===== src/rtl/raster_irq_pkg.sv =====
`timescale 1ns/1ps
package raster_irq_pkg;
  localparam logic [1:0] ADDR_CTRL   = 2'd0;
  localparam logic [1:0] ADDR_LINE   = 2'd1;
  localparam logic [1:0] ADDR_OFFSET = 2'd2;
  localparam logic [1:0] ADDR_ALIAS  = 2'd3;

  typedef struct packed {
    logic       frame_dis;
    logic       line_en;
    logic [8:0] target;
  } irq_cfg_t;
endpackage


===== src/rtl/raster_irq_regs.sv =====
`timescale 1ns/1ps
module raster_irq_regs
  import raster_irq_pkg::*;
#(
  parameter int OFS_W = 8
) (
  input  logic             clk,
  input  logic             rst_n,
  input  logic             we,
  input  logic [1:0]       addr,
  input  logic [7:0]       wdata,
  input  logic             irq_live,
  output logic [7:0]       rdata,
  output irq_cfg_t         cfg,
  output logic [OFS_W-1:0] offset
);
  irq_cfg_t         cfg_q;
  logic [OFS_W-1:0] ofs_q;

  always_ff @(posedge clk or negedge rst_n) begin
    if (!rst_n) begin
      cfg_q <= '0;
      ofs_q <= '0;
    end else if (we) begin
      unique case (addr)
        ADDR_CTRL: begin
          cfg_q.target[8] <= wdata[0];
          cfg_q.line_en   <= wdata[1];
          cfg_q.frame_dis <= wdata[2];
        end
        ADDR_LINE:   cfg_q.target[7:0] <= wdata;
        ADDR_OFFSET: ofs_q <= wdata[OFS_W-1:0];
        ADDR_ALIAS: begin
          cfg_q.line_en   <= wdata[0];
          cfg_q.frame_dis <= wdata[1];
        end
        default: ;
      endcase
    end
  end

  always_comb begin
    rdata = '0;
    unique case (addr)
      ADDR_CTRL:   rdata = {irq_live, 4'b0000, cfg_q.frame_dis, cfg_q.line_en, cfg_q.target[8]};
      ADDR_LINE:   rdata = cfg_q.target[7:0];
      ADDR_OFFSET: rdata = 8'(ofs_q);
      ADDR_ALIAS:  rdata = {6'b0, cfg_q.frame_dis, cfg_q.line_en};
      default:     rdata = '0;
    endcase
  end

  assign cfg    = cfg_q;
  assign offset = ofs_q;
endmodule


===== src/rtl/raster_irq_match.sv =====
`timescale 1ns/1ps
module raster_irq_match #(
  parameter int H_W         = 9,
  parameter int V_W         = 9,
  parameter int OFS_W       = 8,
  parameter int LINES_TOTAL = 312,
  parameter int WIN_FIRST   = 256,
  parameter int WIN_LAST    = 319
) (
  input  logic [H_W-1:0]   hpos,
  input  logic [V_W-1:0]   vpos,
  input  logic [OFS_W-1:0] offset,
  input  logic [8:0]       target,
  input  logic             line_en,
  output logic             hit
);
  localparam int CW = ((V_W > 9) ? V_W : 9) + 2;

  logic [CW-1:0] v_ext, o_ext, adj_line, prev_line;
  logic          in_win;

  always_comb begin
    v_ext = CW'(vpos);
    o_ext = CW'(offset);
    if (v_ext >= o_ext) adj_line = v_ext - o_ext;
    else                adj_line = v_ext + CW'(LINES_TOTAL) - o_ext;
    if (target == 9'd0) prev_line = CW'(LINES_TOTAL - 1);
    else                prev_line = CW'(target) - CW'(1);
    in_win = (hpos >= H_W'(WIN_FIRST)) && (hpos <= H_W'(WIN_LAST));
    hit    = line_en && in_win && (adj_line == prev_line);
  end
endmodule


===== src/rtl/raster_irq_merge.sv =====
`timescale 1ns/1ps
module raster_irq_merge (
  input  logic clk,
  input  logic rst_n,
  input  logic line_hit,
  input  logic frame_req,
  input  logic frame_dis,
  output logic irq
);
  always_ff @(posedge clk or negedge rst_n) begin
    if (!rst_n) irq <= 1'b0;
    else        irq <= line_hit | (frame_req & ~frame_dis);
  end
endmodule


===== src/rtl/raster_irq_gen.sv =====
`timescale 1ns/1ps
module raster_irq_gen
  import raster_irq_pkg::*;
#(
  parameter int H_W         = 9,
  parameter int V_W         = 9,
  parameter int OFS_W       = 8,
  parameter int LINES_TOTAL = 312,
  parameter int WIN_FIRST   = 256,
  parameter int WIN_LAST    = 319
) (
  input  logic           clk,
  input  logic           rst_n,
  input  logic [H_W-1:0] hpos,
  input  logic [V_W-1:0] vpos,
  input  logic           frame_req,
  input  logic           reg_we,
  input  logic [1:0]     reg_addr,
  input  logic [7:0]     reg_wdata,
  output logic [7:0]     reg_rdata,
  output logic           irq
);
  irq_cfg_t         cfg;
  logic [OFS_W-1:0] offset;
  logic             line_hit;
  logic             line_en;
  logic             frame_dis;

  raster_irq_regs #(.OFS_W(OFS_W)) u_regs (
    .clk(clk), .rst_n(rst_n), .we(reg_we), .addr(reg_addr), .wdata(reg_wdata),
    .irq_live(irq), .rdata(reg_rdata), .cfg(cfg), .offset(offset)
  );

  assign line_en   = cfg.line_en;
  assign frame_dis = cfg.frame_dis;

  raster_irq_match #(
    .H_W(H_W), .V_W(V_W), .OFS_W(OFS_W), .LINES_TOTAL(LINES_TOTAL),
    .WIN_FIRST(WIN_FIRST), .WIN_LAST(WIN_LAST)
  ) u_match (
    .hpos(hpos), .vpos(vpos), .offset(offset), .target(cfg.target),
    .line_en(line_en), .hit(line_hit)
  );

  raster_irq_merge u_merge (
    .clk(clk), .rst_n(rst_n), .line_hit(line_hit), .frame_req(frame_req),
    .frame_dis(frame_dis), .irq(irq)
  );
endmodule


===== config.mk =====
export PLATFORM = sky130hd
export DESIGN_NAME = raster_irq_gen
export DESIGN_NICKNAME = d
export VERILOG_FILES = /design/src/rtl/raster_irq_pkg.sv /design/src/rtl/raster_irq_regs.sv /design/src/rtl/raster_irq_match.sv /design/src/rtl/raster_irq_merge.sv /design/src/rtl/raster_irq_gen.sv
export SDC_FILE = /design/constraint.sdc
export NUM_CORES = 1
export LEC_CHECK = 0
export CAP_MARGIN = 20
export CORE_MARGIN = 1
export CORE_UTILIZATION = 54
export CTS_CLUSTER_DIAMETER = 100
export CTS_CLUSTER_SIZE = 12
export DETAILED_ROUTE_END_ITERATION = 8
export DONT_BUFFER_PORTS = 1
export PLACE_DENSITY = 0.74
export SETUP_SLACK_MARGIN = 0.4
export SYNTH_ARGS = -nofsm -noshare
export SYNTH_HDL_FRONTEND = slang
export SYNTH_SLANG_ARGS = --single-unit

===== constraint.sdc =====
create_clock -name clk -period 2.9 [get_ports clk]
set_input_delay 0.29 -clock clk [delete_from_list [all_inputs] [get_ports clk]]
set_output_delay 0.29 -clock clk [all_outputs]
set_load 0.05 [all_outputs]

==> metrics.csv <==
metric;value;unit
Net count, final;307;
fin cells;300;
Die ar.;4250;um2
CP Launch Type;register;
Row Count;22;
final core utilization;0.643;
Max VDD drop;384;uV
gr ovfl total;0;
Total Routing Usage GR;0.240;
CP Class;register to register;
Worst Hold Path Cells;1;
gpl congestion;0.906;
Worst R2R Setup Slack;0.33;ns
distinct cell type count after synthesis;53;
core box area;3740;um2
Reg clk slew, reported paths;0.07;ns
routed len/inst;16.4;um
r2r endpoint;u_merge.irq;
number of DRC markers in iteration 0;73;
Ports;41;
fmax;389;MHz
initial core utilization;0.576;
worst skew pair latency;0.25;ns
crit path DAT;2.73;ns
routed vias/inst;5.92;
Final min period;2.57;ns
root buffer cell;clkbuf_8;
critical hold path startpoint;reg_wdata[6];
Final Skew;0.000911;ns
PortBufs;0;
Yosys Warn Count;0;
crit path from;u_regs.offset[0];
Async SR Flop Fraction;1.00;
worst r2r src;u_regs.offset[0];
clk buf depth;2;
Crit Path Max Fanout;8;
clock net sink count;20;
Mapped Nets;292;
layout cells sized above 1;0.218;
DR vias;1776;
setup_tns;0;ns
Top FF cell, synth;dfrtp_1;
initial antenna violation count;0;
1st-pass router iterations;4;
DR DRC count;0;
met3 usage;0.0122;
largest net degree at the start of global routing;21;
Die W;65.2;um
final wirelength;4.93;mm
R2R depth;12;
EDFF count, synth;0;
Syn Inst Count;239;
final hold violation count;0;
met2 GRT Util;0.427;
cell area after synthesis;2160;um2
max-cap violations;0;
LEAKAGE;0.00105;uW
RSZ-0062 raised after global routing;yes;
ANT cells;0;
CTS tree;yes;
final period utilization;0.886;
Routed Antenna Nets;0;
pre-CTS setup slack;0.134;ns
vias in the first global route;1779;
DPL Wire Length;3.82;mm
Final Setup Violations;0;
worst path required time;3.06;ns
ratio of total power to cell area;612;nW/um2
Syn Area/Cell;9.02;um2
H-Tree Depth;1;
Slew @ Worst Pin;0.865;ns
max-slew violations;0;
Hold EP;u_regs.offset[6];
Slew headroom;0.422;
status;finished clean;
placed insts;293;
Area growth, synth to finish;11.6;%
Critical Path Sink Type;register;
Top Usage Layer GRT;met2;
Hold Path Class;input pin to register;
first-pass GRT wire length;7.90;mm
Synth Register Bits;20;
Inserted Clock Buffers;3;
final worst setup slack;0.330;ns
sequential share of the synthesized area;0.232;
Die Span Y;65.2;um
met1 usage;0.313;
-- layout by cell type, fill, tap and decap left out, types with 4 or more instances in the layout --
cell type / instances
buf_4: 12
inv_1: 22
mux2_2: 17
nand3b_1: 5
o21ai_0: 7
nand2_1: 15
a22oi_1: 6
mux2i_1: 6
a21oi_1: 9
xnor2_1: 16
dfrtp_1: 20
nor3_1: 4
xor2_1: 6
ha_1: 18
nand2b_1: 4
nor2_1: 22
-- worst max-delay path by stage --
stage,depth (start not counted),end
after floorplan,11,u_merge.irq
after global placement,11,u_merge.irq
after detailed placement,11,u_merge.irq
after CTS,11,u_merge.irq
after global routing,11,u_merge.irq
final,12,u_merge.irq
-- layout make-up --
class,instances,area [um2]
multi-input combinational,193,1610
fill,350,1340
sequential,20,500
timing repair buffer,14,111
inverter,22,82.6
tap,48,60.1
clock buffer,3,41.3
-- power breakdown --
group	internal [uW]	switching [uW]
sequential	331	77.6
clock	92.5	83.9
combinational	419	468
-- per-layer routing --
metal | vias up | wire length, um | share of wire
met5 | - | 0 | 0
met4 | 0 | 38 | 0.0077
met3 | 3 | 125 | 0.025
met2 | 30 | 2480 | 0.50
met1 | 845 | 2280 | 0.46
li1 | 898 | - | -
-- synth_stat cells (2+ instances only) --
cell type,instances,area share
xnor2_1,16,0.065
a211oi_1,3,0.010
a31oi_1,3,0.0087
a22oi_1,6,0.021
a21o_1,2,0.0070
nand3_1,3,0.0070
a222oi_1,2,0.0093
a21oi_1,10,0.023
mux2i_1,7,0.033
dfrtp_1,20,0.23
a21oi_2,3,0.012
xor2_1,6,0.024
ha_1,20,0.12
nand2b_1,4,0.012
o21ai_0,9,0.021
clkbuf_1,3,0.0052
nand3b_1,5,0.017
nand2_1,15,0.026
nor4_1,3,0.0087
mux2_2,17,0.089
nand4_1,3,0.0087
nor3_1,4,0.0093
o21a_1,2,0.0070
xnor3_1,2,0.021
inv_1,22,0.038
nor2_1,22,0.038
-- critical path, cell delays in order, from the launching register on --
cell,delay [ns]
dfrtp_1,0.37
ha_1,0.17
inv_1,0.05
fa_2,0.37
a21oi_2,0.17
o2111ai_2,0.17
a21boi_4,0.27
buf_6,0.17
a2111oi_2,0.06
a31oi_1,0.20
xnor2_1,0.14
nand4_1,0.12
o32ai_2,0.22
-- flip-flops by register name, indices dropped and copies added (netlist names) --
| register | cells |
|---|---|
| u_merge.irq | 1 |
| u_regs.offset | 8 |
| u_regs.cfg | 11 |
-- cells by family (layout without fill, tap and decap cells) --
kind of cell | after synthesis | in the layout | share of synthesized area
buf+inv | 26 | 39 | 0.0458
xor+xnor | 25 | 25 | 0.118
fa+ha+maj | 21 | 21 | 0.125
compound gates | 57 | 57 | 0.199
flops | 20 | 20 | 0.232
mux | 24 | 24 | 0.121
simple gates | 66 | 66 | 0.158
-- per-stage QoR --
| stage | instance area [um2] | total power, uW | hold slack [ns] |
|---|---|---|---|
| floorplan | 2160 | 1070 | -0.00559 |
| global placement | 2280 | 1210 | -0.00514 |
| detailed placement | 2280 | 1230 | -0.00512 |
| CTS | 2370 | 1440 | 0.173 |
| global route | 2410 | 1570 | 0.173 |
| finish | 2410 | 1470 | 0.178 |
-- repair_timing --
action,4_1_cts,5_1_grt
setup buffers,2,1
setup endpoints to repair,1,1
gates resized for setup,6,5
hold endpoints to repair,20,0
pin swaps,4,3
hold buffers,1,0
Power figures use the tool's default switching activity.
